$ cat config.mk
export PLATFORM = sky130hd
export DESIGN_NAME = twostage_wdt
export DESIGN_NICKNAME = d
export VERILOG_FILES = /design/src/rtl/wdt_pkg.sv /design/src/rtl/wdt_regs.sv /design/src/rtl/wdt_core.sv /design/src/rtl/twostage_wdt.sv
export SDC_FILE = /design/constraint.sdc
export NUM_CORES = 1
export LEC_CHECK = 0
export ABC_AREA = 1
export BUFFER_PORTS_ARGS = -buffer_cell sky130_fd_sc_hd__buf_2
export CAP_MARGIN = 20
export CORE_ASPECT_RATIO = 0.6
export CORE_MARGIN = 3
export CORE_UTILIZATION = 53
export DETAILED_ROUTE_END_ITERATION = 8
export GPL_TIMING_DRIVEN = 0
export PLACE_DENSITY = 0.85
export SYNTH_ARGS = -nofsm -noshare
export SYNTH_HDL_FRONTEND = slang
export SYNTH_HIERARCHICAL = 1
export SYNTH_SLANG_ARGS = --single-unit
export TNS_END_PERCENT = 5
$ cat constraint.sdc
create_clock -name clk -period 1.8 [get_ports clk]
set_input_delay 0.18 -clock clk [delete_from_list [all_inputs] [get_ports clk]]
set_output_delay 0.18 -clock clk [all_outputs]
set_load 0.03 [all_outputs]
$ cat src/rtl/wdt_pkg.sv
package wdt_pkg;
  localparam int ADDR_W = 3;

  localparam logic [ADDR_W-1:0] A_PRE1 = 3'd0;
  localparam logic [ADDR_W-1:0] A_PRE2 = 3'd1;
  localparam logic [ADDR_W-1:0] A_CFG  = 3'd2;
  localparam logic [ADDR_W-1:0] A_STAT = 3'd3;
  localparam logic [ADDR_W-1:0] A_KEY  = 3'd4;

  typedef enum logic [1:0] {
    STG_ONE  = 2'd0,
    STG_TWO  = 2'd1,
    STG_HOLD = 2'd2
  } stage_e;

  typedef enum logic [1:0] {
    LK_IDLE  = 2'd0,
    LK_ARMED = 2'd1,
    LK_OPEN  = 2'd2
  } lock_e;
endpackage

$ cat src/rtl/wdt_regs.sv
module wdt_regs
  import wdt_pkg::*;
#(
  parameter int DATA_W = 32,
  parameter int PRE_W  = 20,
  parameter int KEY_A  = 'h5A,
  parameter int KEY_B  = 'hC3
) (
  input  logic              clk,
  input  logic              rst_n,
  input  logic              wr_en,
  input  logic [ADDR_W-1:0] addr,
  input  logic [DATA_W-1:0] wdata,
  input  logic              exp1_set,
  output logic [PRE_W-1:0]  pre1,
  output logic [PRE_W-1:0]  pre2,
  output logic              irq_en,
  output logic              free_run,
  output logic              sts_flag,
  output logic              unlocked,
  output logic [DATA_W-1:0] rdata
);
  lock_e lk_q;

  logic key_a_hit, key_b_hit;
  assign key_a_hit = (addr == A_KEY) && (wdata == DATA_W'(KEY_A));
  assign key_b_hit = (addr == A_KEY) && (wdata == DATA_W'(KEY_B));
  assign unlocked  = (lk_q == LK_OPEN);

  // unlock sequencer: every write advances or resets it
  always_ff @(posedge clk or negedge rst_n) begin
    if (!rst_n) begin
      lk_q <= LK_IDLE;
    end else if (wr_en) begin
      case (lk_q)
        LK_IDLE:  lk_q <= key_a_hit ? LK_ARMED : LK_IDLE;
        LK_ARMED: lk_q <= key_b_hit ? LK_OPEN  : LK_IDLE;
        default:  lk_q <= LK_IDLE;
      endcase
    end
  end

  always_ff @(posedge clk or negedge rst_n) begin
    if (!rst_n) begin
      pre1     <= '1;
      pre2     <= '1;
      irq_en   <= 1'b0;
      free_run <= 1'b0;
    end else if (wr_en) begin
      if (unlocked && addr == A_PRE1) pre1 <= wdata[PRE_W-1:0];
      if (unlocked && addr == A_PRE2) pre2 <= wdata[PRE_W-1:0];
      if (addr == A_CFG) begin
        irq_en   <= wdata[0];
        free_run <= wdata[1];
      end
    end
  end

  // sticky first-stage flag, set has priority over write-one-clear
  always_ff @(posedge clk or negedge rst_n) begin
    if (!rst_n) begin
      sts_flag <= 1'b0;
    end else if (exp1_set) begin
      sts_flag <= 1'b1;
    end else if (wr_en && addr == A_STAT && wdata[0]) begin
      sts_flag <= 1'b0;
    end
  end

  always_comb begin
    rdata = '0;
    case (addr)
      A_PRE1: rdata = DATA_W'(pre1);
      A_PRE2: rdata = DATA_W'(pre2);
      A_CFG:  rdata = DATA_W'({free_run, irq_en});
      A_STAT: rdata = DATA_W'(sts_flag);
      default: rdata = '0;
    endcase
  end
endmodule

$ cat src/rtl/wdt_core.sv
module wdt_core
  import wdt_pkg::*;
#(
  parameter int CNT_W = 35,
  parameter int PRE_W = 20
) (
  input  logic             clk,
  input  logic             rst_n,
  input  logic             kick,
  input  logic [PRE_W-1:0] pre1,
  input  logic [PRE_W-1:0] pre2,
  input  logic             free_run,
  output logic             exp1_set,
  output logic             tmo,
  output stage_e           stage,
  output logic [CNT_W-1:0] cnt
);
  localparam int LOW_W = CNT_W - PRE_W;

  function automatic logic [CNT_W-1:0] load_val(input logic [PRE_W-1:0] p);
    return {p, {LOW_W{1'b1}}};
  endfunction

  logic at_zero;
  assign at_zero  = (cnt == '0);
  assign exp1_set = (stage == STG_ONE) && at_zero && !free_run && !kick;

  always_ff @(posedge clk or negedge rst_n) begin
    if (!rst_n) begin
      cnt   <= '1;
      stage <= STG_ONE;
      tmo   <= 1'b0;
    end else begin
      tmo <= 1'b0;
      if (kick) begin
        cnt   <= load_val(pre1);
        stage <= STG_ONE;
      end else begin
        case (stage)
          STG_ONE: begin
            if (!at_zero) begin
              cnt <= cnt - 1'b1;
            end else if (free_run) begin
              cnt <= load_val(pre1);
            end else begin
              cnt   <= load_val(pre2);
              stage <= STG_TWO;
            end
          end
          STG_TWO: begin
            if (!at_zero) begin
              cnt <= cnt - 1'b1;
            end else begin
              tmo   <= 1'b1;
              stage <= STG_HOLD;
            end
          end
          default: ;
        endcase
      end
    end
  end
endmodule

$ cat src/rtl/twostage_wdt.sv
module twostage_wdt
  import wdt_pkg::*;
#(
  parameter int CNT_W  = 35,
  parameter int PRE_W  = 20,
  parameter int DATA_W = 32,
  parameter int KEY_A  = 'h5A,
  parameter int KEY_B  = 'hC3
) (
  input  logic              clk,
  input  logic              rst_n,
  input  logic              wr_en,
  input  logic [ADDR_W-1:0] addr,
  input  logic [DATA_W-1:0] wdata,
  output logic [DATA_W-1:0] rdata,
  input  logic              kick,
  output logic              irq,
  output logic              timeout
);
  logic [PRE_W-1:0] pre1, pre2;
  logic             irq_en, free_run, sts_flag, unlocked, exp1_set;
  stage_e           stage;
  logic [CNT_W-1:0] cnt;

  wdt_regs #(
    .DATA_W(DATA_W), .PRE_W(PRE_W), .KEY_A(KEY_A), .KEY_B(KEY_B)
  ) u_regs (
    .clk(clk), .rst_n(rst_n), .wr_en(wr_en), .addr(addr), .wdata(wdata),
    .exp1_set(exp1_set), .pre1(pre1), .pre2(pre2), .irq_en(irq_en),
    .free_run(free_run), .sts_flag(sts_flag), .unlocked(unlocked),
    .rdata(rdata)
  );

  wdt_core #(
    .CNT_W(CNT_W), .PRE_W(PRE_W)
  ) u_core (
    .clk(clk), .rst_n(rst_n), .kick(kick), .pre1(pre1), .pre2(pre2),
    .free_run(free_run), .exp1_set(exp1_set), .tmo(timeout),
    .stage(stage), .cnt(cnt)
  );

  assign irq = sts_flag & irq_en;
endmodule

==> impl_metrics.yaml, run 1 <==
worst_setup_path:
  cp_max_fanout: 7
  worst-endpoint-arrival_ns: 2.21
  rr_startpoint: "u_core/cnt[0]"
  timing.critical_path.to_type: "flip-flop"
  regToRegEndpoint: "u_core/cnt[15]"
  regToRegSetupSlack_ns: -0.12
  start_kind: "flip-flop"
  reg2reg_depth: 14
  required_ns: 2.08
  crit_type: "reg2reg"
clock_tree:
  clock_tree.buffer_depth: 2
  path_clk_slew_ns: 0.06
  cts_sinks: 83
  cts_tree: "yes"
  cts_buffers: 9
  cts-hold-fix-buffers: 0
  clock_tree.htree_level_count: 3
  clkLatencyLatePin_ns: 0.34
  cts_root_buf: "sky130_fd_sc_hd__clkbuf_16"
sta:
  timing.max_slew.rel_slack: 0.522
  final.hold.worst_slack_ns: 0.0691
  rsz0062_at_grt: "yes"
  worst_slew_pin_slew_ns: 0.711
  finClkSkew_ns: 0.00590
  setup_ws_post_layout_ns: -0.124
  maxSlewViolCount: 0
  setup-violations-final: 35
  timing_hold_violations_final: 0
  post-route-min-period_ns: 1.92
  timing.final.crit_share: 1.07
  max_freq_ghz: 0.520
yosys:
  synth_edf_count: 0
  avgSynthCellArea_um2: 6.72
  netlist-cell-type-count: 39
  netlist_instances: 858
  ys_seq_elements: 83
  postSynth.topFlopCell: "sky130_fd_sc_hd__dfstp_2"
  part_of_the_yosys_area_used_for_sequential_elements: 0.377
  synth-warning-count: 6
  post_synth_instance_area_mm2: 0.00577
  synth_async_reset_ratio: 1.00
die:
  die-height_um: 86.8
  initial_core_util: 0.564
  number_of_top_level_pins: 73
  die-width_um: 141
  coreArea_mm2: 0.0102
  std_cell_rows: 28
  floorplan.die_area_mm2: 0.0122
finish:
  syn_to_final_growth_pct: 22.6
  fill_cells: 838
  num_antenna_cells: 0
  net_count_of_the_finished_layout: 997
  proportion_of_layout_cells_with_a_drive_suffix_above_1: 0.291
  layout.cell_area.non_filler_mm2: 0.00707
routing:
  drt_first_pass_iters: 6
  post_drt_wl_per_cell_um: 17.2
  number_of_design_rule_violations_left_by_the_first_detailed_router_iteration: 791
  total_vias_in_the_final_route: 6266
  drt_drc_violations_left: 0
  detail_route.wirelength_um: 18800
  routed_via_count_divided_by_cell_count: 5.72
  final_antenna_net_count: 0
place:
  post-dp-hpwl_um: 13800
  gp_congestion: 1.02
  placed_area_mm2: 0.00631
  numPortBuffers: 60
power_and_ir_drop:
  p_leak_nw: 3.48
  power_per_cell_area_mw_per_mm2: 675
  vdd_ir_drop_max_uv: 531
min_path:
  hp-class: "in2reg"
  hold_path.startpoint: "wdata[10]"
  min_delay_worst_endpoint: "u_regs/pre1[10]"
  hold-path-cell-count: 3
run_status:
  failed_checks: "setup timing"
  outcome: "finished with violations"
global_routing:
  grt_pass1_vias: 5583
  pin_count_of_the_biggest_net_entering_global_routing: 47
  grt_pass1_wl_um: 28900
  antenna_violations_before_repair: 0
  grt_use_total: 0.304
  grt_overflow_total: 0
run:
  maxCapViolCount: 0
[power by group]
part / internal, mW / total (mW) / switching [mW]
clock network: 1.21 / 1.97 / 0.758
registers: 1.99 / 2.09 / 0.0942
logic: 0.239 / 0.717 / 0.478
total: 3.44 / 4.77 / 1.33
[cells in the final DEF, fill, tap and decap left out, drive strengths merged, types with 3 or more instances in the layout]
cell / instances
nand2: 238
nor2: 159
buf: 108
inv: 105
o21ai: 78
dfstp: 75
nand3: 62
a21oi: 24
clkbuf: 23
o22ai: 18
nand4: 12
conb: 12
dfrtp: 8
o21bai: 7
nor3: 5
o211ai: 4
a31oi: 4
xor2: 3
[stage by stage]
stage / utilization / setup slack, ns / total power [mW] / TNS [ns] / instances
global placement: 0.614 / -0.304 / 2.74 / -7.87 / 1064
detailed placement: 0.616 / -0.362 / 2.76 / -8.77 / 1065
floorplan: - / 0.0980 / 2.50 / 0 / 869
global route: 0.691 / -0.178 / 4.95 / -4.93 / 1096
CTS: 0.665 / -0.0353 / 4.75 / -0.155 / 1087
finish: 0.691 / -0.124 / 4.77 / -2.44 / 1096
[critical path, stage by stage (launching register included)]
cell and delay (ns):
sky130_fd_sc_hd__dfstp_2 0.38, sky130_fd_sc_hd__inv_4 0.07, sky130_fd_sc_hd__ha_4 0.13, sky130_fd_sc_hd__inv_2 0.04, sky130_fd_sc_hd__nor2_4 0.12, sky130_fd_sc_hd__nand2_4 0.09, sky130_fd_sc_hd__nor2_4 0.13, sky130_fd_sc_hd__nand3_2 0.09
sky130_fd_sc_hd__nor2_4 0.16, sky130_fd_sc_hd__nand2_4 0.08, sky130_fd_sc_hd__nand2_8 0.15, sky130_fd_sc_hd__buf_8 0.14, sky130_fd_sc_hd__clkbuf_16 0.14, sky130_fd_sc_hd__nand2_2 0.06, sky130_fd_sc_hd__nand2_2 0.07
[registers in the layout (all words and copies together) (netlist names)]
register,count
u_core/cnt,35
u_core/stage,2
u_core/tmo,1
u_regs/free_run,1
u_regs/irq_en,1
u_regs/lk_q,2
u_regs/pre1,20
u_regs/pre2,20
u_regs/sts_flag,1
[cells in the mapped netlist, types with 7 or more instances]
master / n / share of area
sky130_fd_sc_hd__nand2_1: 228 / 0.15
sky130_fd_sc_hd__nor2_1: 139 / 0.090
sky130_fd_sc_hd__inv_1: 102 / 0.066
sky130_fd_sc_hd__dfstp_2: 75 / 0.34
sky130_fd_sc_hd__o21ai_0: 71 / 0.062
sky130_fd_sc_hd__nand3_1: 60 / 0.052
sky130_fd_sc_hd__a21oi_1: 24 / 0.021
sky130_fd_sc_hd__buf_4: 19 / 0.025
sky130_fd_sc_hd__o22ai_1: 18 / 0.020
sky130_fd_sc_hd__nor2_2: 13 / 0.014
sky130_fd_sc_hd__nand4_1: 12 / 0.013
sky130_fd_sc_hd__clkbuf_1: 9 / 0.0059
sky130_fd_sc_hd__nand2_2: 9 / 0.0098
sky130_fd_sc_hd__dfrtp_1: 8 / 0.035
sky130_fd_sc_hd__buf_2: 7 / 0.0061
sky130_fd_sc_hd__buf_6: 7 / 0.014
sky130_fd_sc_hd__o21ai_1: 7 / 0.0061
sky130_fd_sc_hd__o21bai_1: 7 / 0.0091
[what timing repair did]
| item | in CTS | in global routing |
|---|---|---|
| endpoints found under the setup margin | 39 | 39 |
| buffers inserted | 5 | 6 |
| gates resized for setup | 42 | 45 |
| gates cloned | 1 | 3 |
| pin swaps | 7 | 21 |
[final cells by class]
class / instances / area [um^2] / area share
plain buffers: 44 / 354 / 0.0501
clock buffers: 11 / 233 / 0.0329
clock inverters: 5 / 77.6 / 0.0110
inverters: 106 / 409 / 0.0579
multi-input cells: 636 / 3160 / 0.447
flip-flops and latches: 83 / 2170 / 0.307
well taps: 135 / 169 / 0.0239
repair buffers: 76 / 495 / 0.0701
[worst max path at each step]
stage | start | to | slack [ns]
2_1_floorplan | u_core/cnt[0] | u_core/cnt[14] | 0.1
5_1_grt | u_core/cnt[1] | u_core/cnt[29] | -0.18
3_3_place_gp | u_core/cnt[0] | u_core/cnt[18] | -0.30
3_5_place_dp | u_core/cnt[0] | u_core/cnt[26] | -0.36
6_report | u_core/cnt[0] | u_core/cnt[15] | -0.12
4_1_cts | u_core/cnt[1] | u_core/cnt[26] | -0.04
[routing by layer]
layer,wire length (um),part of all wire,GRT usage,vias up
met1,8540,0.45,0.482,2946
met4,126,0.0067,0.0580,0
met2,7380,0.39,0.402,405
li1,-,-,-,2900
met5,0,0,0,-
met3,2760,0.15,0.0910,15
[kinds of logic after synthesis]
family | Yosys count | synth area share
AO/OA/AOI/OAI | 136 | 0.128
XOR/XNOR | 5 | 0.00760
adder cells (fa/ha/maj) | 2 | 0.00434
buffers and inverters | 150 | 0.123
flip-flops | 83 | 0.377
multiplexers | 1 | 0.00174
other | 1 | 0.000650
AND/OR/NAND/NOR | 480 | 0.358
Note: power is estimated with default switching activity, not from simulation.
==> inputs of run 2 (changes only) <==
- ABC_AREA: 1 -> default
- PLACE_DENSITY: 0.85 -> 0.77
==> impl_metrics.yaml, run 2 <==
run:
  maxCapViolCount: 0
global_routing:
  pin_count_of_the_biggest_net_entering_global_routing: 61
  grt_pass1_wl_um: 26300
  grt_pass1_vias: 4732
  grt_overflow_total: 0
  grt_use_total: 0.304
  antenna_violations_before_repair: 0
finish:
  layout.cell_area.non_filler_mm2: 0.00679
  num_antenna_cells: 0
  proportion_of_layout_cells_with_a_drive_suffix_above_1: 0.470
  final_core_utilization: 0.723
  max_flop_register: "u_core/cnt"
  biggestRegsByFlops: "u_core/cnt: 35 flops, u_regs/pre1: 20 flops, u_regs/pre2: 20 flops"
  layout_common_cells: "75 x sky130_fd_sc_hd__dfstp_2, 58 x sky130_fd_sc_hd__buf_2, 36 x sky130_fd_sc_hd__nor2_1"
  largest_register_ffs: 35
  net_count_of_the_finished_layout: 651
  mostFrequentLayoutCell: "sky130_fd_sc_hd__dfstp_2"
  syn_to_final_growth_pct: 29.4
place:
  gp_congestion: 0.980
  numPortBuffers: 58
  place_worst_setup_slack_ns: -1.42
  post-dp-hpwl_um: 11600
  placed_area_mm2: 0.00578
worst_setup_path:
  regToRegEndpoint: "u_core/stage[0]"
  worst-endpoint-arrival_ns: 2.98
  reg2reg_depth: 6
  regToRegSetupSlack_ns: -0.91
  critical_path.startpoint: "u_core/cnt[22]"
  critPathSlowestCell: "sky130_fd_sc_hd__or4_4"
  crit_type: "reg2reg"
  rr_startpoint: "u_core/cnt[22]"
  cp_max_fanout: 10
  start_kind: "flip-flop"
  required_ns: 2.07
  timing.critical_path.to_type: "flip-flop"
  cells_along_the_critical_path: "nor4_1 > nand3_2 > clkbuf_4 > or4_4 > or4_1 > a21oi_2"
  worst_path_largest_cell_delay_ns: 0.60
power_and_ir_drop:
  p_leak_nw: 2.80
  power_per_cell_area_mw_per_mm2: 741
  vdd_ir_drop_max_uv: 523
routing:
  post_drt_wl_per_cell_um: 23.5
  drt_first_pass_iters: 6
  final_antenna_net_count: 0
  total_vias_in_the_final_route: 4943
  routed_via_count_divided_by_cell_count: 6.63
  number_of_design_rule_violations_left_by_the_first_detailed_router_iteration: 795
  drt_drc_violations_left: 0
  detail_route.wirelength_um: 17500
sta:
  worst_slew_pin_slew_ns: 0.836
  maxSlewViolCount: 0
  max_freq_ghz: 0.369
  finClkSkew_ns: 0.00844
  post-route-min-period_ns: 2.71
  setup-violations-final: 42
  timing_hold_violations_final: 0
  timing.final.crit_share: 1.50
  timing.max_slew.rel_slack: 0.443
  final.hold.worst_slack_ns: 0.0865
  setup_ws_post_layout_ns: -0.907
  rsz0062_at_grt: "yes"
die:
  number_of_top_level_pins: 73
  die-width_um: 134
  die-height_um: 83.1
  floorplan.die_area_mm2: 0.0112
  initial_core_util: 0.559
  coreArea_mm2: 0.00939
  std_cell_rows: 27
yosys:
  netlist_instances: 505
  part_of_the_yosys_area_used_for_sequential_elements: 0.414
  ys_seq_elements: 83
  synthMostInstantiatedCell: "sky130_fd_sc_hd__dfstp_2"
  avgSynthCellArea_um2: 10.4
  post-synth-top-area-cell: "sky130_fd_sc_hd__dfstp_2"
  yosys.area.top_type_share: 0.375
  synth_edf_count: 0
  netlist-cell-type-count: 66
  postSynth.topFlopCell: "sky130_fd_sc_hd__dfstp_2"
  synth-warning-count: 6
  post_synth_main_area_contributors: "sky130_fd_sc_hd__dfstp_2 38%, sky130_fd_sc_hd__mux2_4 5.7%, sky130_fd_sc_hd__mux2_1 4.7%"
  post_synth_instance_area_mm2: 0.00525
  synth_async_reset_ratio: 1.00
  synth_top_cells_by_count: "75 x sky130_fd_sc_hd__dfstp_2, 39 x sky130_fd_sc_hd__nor2_1, 30 x sky130_fd_sc_hd__a21oi_1, 22 x sky130_fd_sc_hd__mux2_1, 22 x sky130_fd_sc_hd__nor4_1"
clock_tree:
  clkLatencyLatePin_ns: 0.35
  clock_tree.buffer_depth: 2
  cts_root_buf: "sky130_fd_sc_hd__clkbuf_16"
  cts_tree: "yes"
  cts_buffers: 9
  clock_tree.htree_level_count: 3
  cts_sinks: 83
  path_clk_slew_ns: 0.07
min_path:
  min_delay_worst_endpoint: "u_regs/pre1[16]"
  hold-path-cell-count: 2
  hp-class: "in2reg"
  hold_path.startpoint: "wdata[16]"
run_status:
  failed_checks: "setup timing"
  outcome: "finished with violations"
[run 2: cell count changes in the layout (fill, tap and decap cells not counted), sizes merged, moves of 19 or more]
cell	before	now
inv	105	7
mux2	0	42
mux2i	1	20
nand2	238	9
nand3	62	6
nor2	159	39
nor4	0	25
o21ai	78	28
[run 2: repair_timing]
action                                 in CTS  in global routing
resized for setup                          66                 37
gates cloned                                2                  0
buffers inserted                           11                 14
endpoints found under the hold margin       1                  0
setup endpoints to repair                  49                 49
hold buffers                                1                  0
pin swaps                                  17                 21
[run 2: cell type report]
class	count	area, um^2
plain buffers	40	329
fillers	678	2600
inverters	8	42.5
flip-flops and latches	83	2170
clock inverters	7	164
repair buffers	87	604
multi-input cells	381	3090
clock buffers	9	225
well taps	130	163
[run 2: routing by layer]
| layer | up-vias | track usage | share of wire |
|---|---|---|---|
| met1 | 2395 | 0.449 | 0.42 |
| met4 | 0 | 0.0869 | 0.021 |
| met3 | 55 | 0.0999 | 0.12 |
| li1 | 2140 | - | - |
| met2 | 353 | 0.425 | 0.43 |
| met5 | - | 0 | 0 |
[run 2: per-stage QoR]
stage,setup TNS (ns),power [mW],cells
floorplan,-22.63,2.34,516
global placement,-54.84,2.53,704
detailed placement,-51.64,2.55,705
CTS,-26.33,5.02,733
global route,-31.43,5.19,745
finish,-29.22,5.03,745
[run 2: worst max-delay path, delay by kind of cell, from the launching register on]
kind,cells,cell delay [ns]
compound gates,1,0.15
buf+inv,1,0.30
flops,1,0.40
simple gates,4,1.78
[run 2: cell families after synthesis]
| family | count (synthesis) | synth area share |
|---|---|---|
| compound gates | 137 | 0.177 |
| simple gates | 160 | 0.184 |
| buf+inv | 52 | 0.0610 |
| fa+ha+maj | 2 | 0.00477 |
| flops | 83 | 0.414 |
| mux | 63 | 0.147 |
| xor+xnor | 7 | 0.0117 |
| other cells | 1 | 0.000714 |
[run 2: worst max path at each step]
stage,end,slack [ns],depth (start not counted)
after floorplan,u_core/cnt[31],-0.68,7
after global placement,u_core/cnt[1],-1.48,5
after detailed placement,u_core/cnt[13],-1.42,9
after CTS,u_core/cnt[31],-0.79,7
after global routing,u_core/stage[0],-0.95,6
final,u_core/stage[0],-0.91,6
[run 2: where the power goes]
group          switching [mW]  internal (mW)  leakage (nW)
sequential             0.0464           1.94         0.884
combinational           0.391          0.242          1.72
clock                   0.782           1.64         0.190
total                    1.22           3.82          2.80
==> inputs of run 3 (changes only) <==
- CORE_UTILIZATION: 53 -> 52
- SYNTH_HIERARCHICAL: 1 -> default
==> impl_metrics.yaml, run 3 <==
run_status:
  outcome: "finished with violations"
  failed_checks: "setup timing"
die:
  die-height_um: 81.7
  die-width_um: 132
  coreArea_mm2: 0.00888
  std_cell_rows: 26
  initial_core_util: 0.560
  floorplan.die_area_mm2: 0.0108
  number_of_top_level_pins: 73
finish:
  layout_common_cells: "75 x sky130_fd_sc_hd__dfstp_2, 61 x sky130_fd_sc_hd__buf_2, 45 x sky130_fd_sc_hd__mux2_2"
  largest_register_ffs: 35
  fill_cells: 643
  biggestRegsByFlops: "u_core.cnt: 35 flops, u_regs.pre1: 20 flops, u_regs.pre2: 20 flops"
  max_flop_register: "u_core.cnt"
  proportion_of_layout_cells_with_a_drive_suffix_above_1: 0.487
  net_count_of_the_finished_layout: 631
  syn_to_final_growth_pct: 26.2
  num_antenna_cells: 0
  final_core_utilization: 0.706
  mostFrequentLayoutCell: "sky130_fd_sc_hd__dfstp_2"
  layout.cell_area.non_filler_mm2: 0.00627
  stdcell_count: 722
worst_setup_path:
  crit_path_end: "u_core.cnt[29]"
  crit_type: "reg2reg"
  regToRegSetupSlack_ns: -0.68
  required_ns: 2.06
  reg2reg_depth: 6
  worst-endpoint-arrival_ns: 2.74
  regToRegEndpoint: "u_core.cnt[29]"
  start_kind: "flip-flop"
  timing.critical_path.to_type: "flip-flop"
  cp_max_fanout: 5
  rr_startpoint: "u_core.cnt[6]"
  critical_path.startpoint: "u_core.cnt[6]"
place:
  placed_area_mm2: 0.00550
  post-dp-hpwl_um: 10800
  numPlacedInstances: 680
  gp_congestion: 0.959
  numPortBuffers: 56
routing:
  number_of_design_rule_violations_left_by_the_first_detailed_router_iteration: 551
  drt_drc_violations_left: 0
  final_antenna_net_count: 0
  detail_route.wirelength_um: 15400
  drt_first_pass_iters: 7
  total_vias_in_the_final_route: 4646
  post_drt_wl_per_cell_um: 21.4
  routed_via_count_divided_by_cell_count: 6.43
yosys:
  post_synth_instance_area_mm2: 0.00497
  synth_async_reset_ratio: 1.00
  netlist_instances: 484
  ys_seq_elements: 83
  synth-warning-count: 0
  post_synth_main_area_contributors: "sky130_fd_sc_hd__dfstp_2 40%, sky130_fd_sc_hd__mux2_2 10%, sky130_fd_sc_hd__dfrtp_1 4.0%"
  part_of_the_yosys_area_used_for_sequential_elements: 0.437
  netlist-cell-type-count: 70
  postSynth.topFlopCell: "sky130_fd_sc_hd__dfstp_2"
  synth_top_cells_by_count: "75 x sky130_fd_sc_hd__dfstp_2, 45 x sky130_fd_sc_hd__mux2_2, 31 x sky130_fd_sc_hd__nor2_1, 28 x sky130_fd_sc_hd__nand2_1, 26 x sky130_fd_sc_hd__a21oi_1"
  synthMostInstantiatedCell: "sky130_fd_sc_hd__dfstp_2"
  post-synth-top-area-cell: "sky130_fd_sc_hd__dfstp_2"
  yosys.area.top_type_share: 0.397
  avgSynthCellArea_um2: 10.3
  synth_edf_count: 0
sta:
  final.hold.worst_slack_ns: 0.0974
  max_freq_ghz: 0.403
  worst_slew_pin_slew_ns: 0.844
  timing_hold_violations_final: 0
  finClkSkew_ns: 0.00622
  timing.max_slew.rel_slack: 0.432
  setup_ws_post_layout_ns: -0.681
  maxSlewViolCount: 0
  post-route-min-period_ns: 2.48
  rsz0062_at_grt: "yes"
  timing.final.crit_share: 1.38
  setup-violations-final: 47
global_routing:
  pin_count_of_the_biggest_net_entering_global_routing: 52
  grt_pass1_vias: 4358
  grt_use_total: 0.281
  antenna_violations_before_repair: 0
  grt_pass1_wl_um: 23700
  grt_overflow_total: 0
run:
  maxCapViolCount: 0
min_path:
  hp-class: "in2reg"
  hold_path.startpoint: "wdata[18]"
power_and_ir_drop:
  p_leak_nw: 2.64
  power_per_cell_area_mw_per_mm2: 696
  vdd_ir_drop_max_uv: 673
clock_tree:
  cts_tree: "yes"
  cts_buffers: 9
  clock_tree.htree_level_count: 3
  clkLatencyLatePin_ns: 0.34
  clock_tree.buffer_depth: 2
  cts_root_buf: "sky130_fd_sc_hd__clkbuf_16"
  path_clk_slew_ns: 0.07
  cts_sinks: 83
==> run 3: changes by cell type in the layout (fill, tap and decap cells not counted), moves of 7 or more <==
| cell | previous run | this run |
|---|---|---|
| sky130_fd_sc_hd__nand2_1 | 7 | 28 |
| sky130_fd_sc_hd__mux2_4 | 20 | 0 |
| sky130_fd_sc_hd__mux2_2 | 0 | 45 |
| sky130_fd_sc_hd__nor3_1 | 7 | 16 |
| sky130_fd_sc_hd__nor2_1 | 36 | 29 |
| sky130_fd_sc_hd__a21oi_2 | 12 | 1 |
| sky130_fd_sc_hd__or4_4 | 10 | 2 |
| sky130_fd_sc_hd__mux2_1 | 22 | 0 |
| sky130_fd_sc_hd__a21oi_1 | 18 | 25 |
| sky130_fd_sc_hd__nor4_1 | 17 | 9 |
==> run 3: area by class of cell <==
class,count,area [um^2],area share
buffer,39,279,0.0445
clock buffer,9,225,0.0359
clock inverter,7,60.1,0.00958
inverter,8,35.0,0.00559
multi-input combinational,364,2760,0.440
sequential,83,2170,0.346
tap,126,158,0.0251
timing repair buffer,86,587,0.0936
==> run 3: worst min-delay path by stage <==
stage	cells past startpoint	to	slack, ns
finish	2	u_regs.pre1[18]	0.1
global route	2	u_regs.pre2[10]	0.09
CTS	2	u_regs.pre1[18]	0.09
detailed placement	1	u_regs.irq_en	0.15
global placement	2	u_regs.pre2[10]	0.44
floorplan	0	u_core.stage[0]	-0.12
==> run 3: routing by layer <==
metal	GRT usage	wire (um)
met5	0	0
met4	0.0622	125
met1	0.415	6880
met2	0.419	6560
met3	0.0722	1870
==> run 3: through the flow <==
| stage | worst slack (ns) | power, mW | setup TNS, ns |
|---|---|---|---|
| final | -0.681 | 4.37 | -19.06 |
| after global routing | -0.739 | 4.54 | -22.79 |
| after CTS | -0.653 | 4.35 | -21.03 |
| after detailed placement | -1.10 | 2.56 | -47.95 |
| after global placement | -1.11 | 2.54 | -84.20 |
| after floorplan | -0.520 | 2.35 | -24.57 |
==> run 3: repair_timing <==
item	CTS	global route
setup buffers	12	11
pin swaps	15	6
endpoints found under the hold margin	3	0
endpoints found under the setup margin	51	61
resized for setup	48	24
cloned	1	2
hold buffers	1	0
==> run 3: critical path, cell delays in order, from the launching register on <==
cell and delay (ns):
sky130_fd_sc_hd__dfstp_2 0.37, sky130_fd_sc_hd__or4_4 0.57, sky130_fd_sc_hd__or4_4 0.55, sky130_fd_sc_hd__or3_4 0.41
sky130_fd_sc_hd__nor2_4 0.14, sky130_fd_sc_hd__a221oi_2 0.07, sky130_fd_sc_hd__o32a_1 0.30
==> run 3: power breakdown <==
| group | switching [mW] | total, mW | leakage, nW | internal, mW |
|---|---|---|---|---|
| Clock | 0.821 | 1.78 | 0.143 | 0.962 |
| Sequential | 0.0538 | 2.01 | 0.884 | 1.95 |
| Combinational | 0.359 | 0.576 | 1.61 | 0.217 |
==> run 3: kinds of logic (layout without fill, tap and decap cells) <==
logic type	after synthesis	after routing	synth area share
adder cells (fa/ha/maj)	1	1	0.00252
other	1	12	0.000755
AO/OA/AOI/OAI	115	115	0.165
AND/OR/NAND/NOR	167	167	0.194
flip-flops	83	83	0.437
multiplexers	61	61	0.137
XOR/XNOR	8	8	0.0141
buffers and inverters	48	149	0.0504
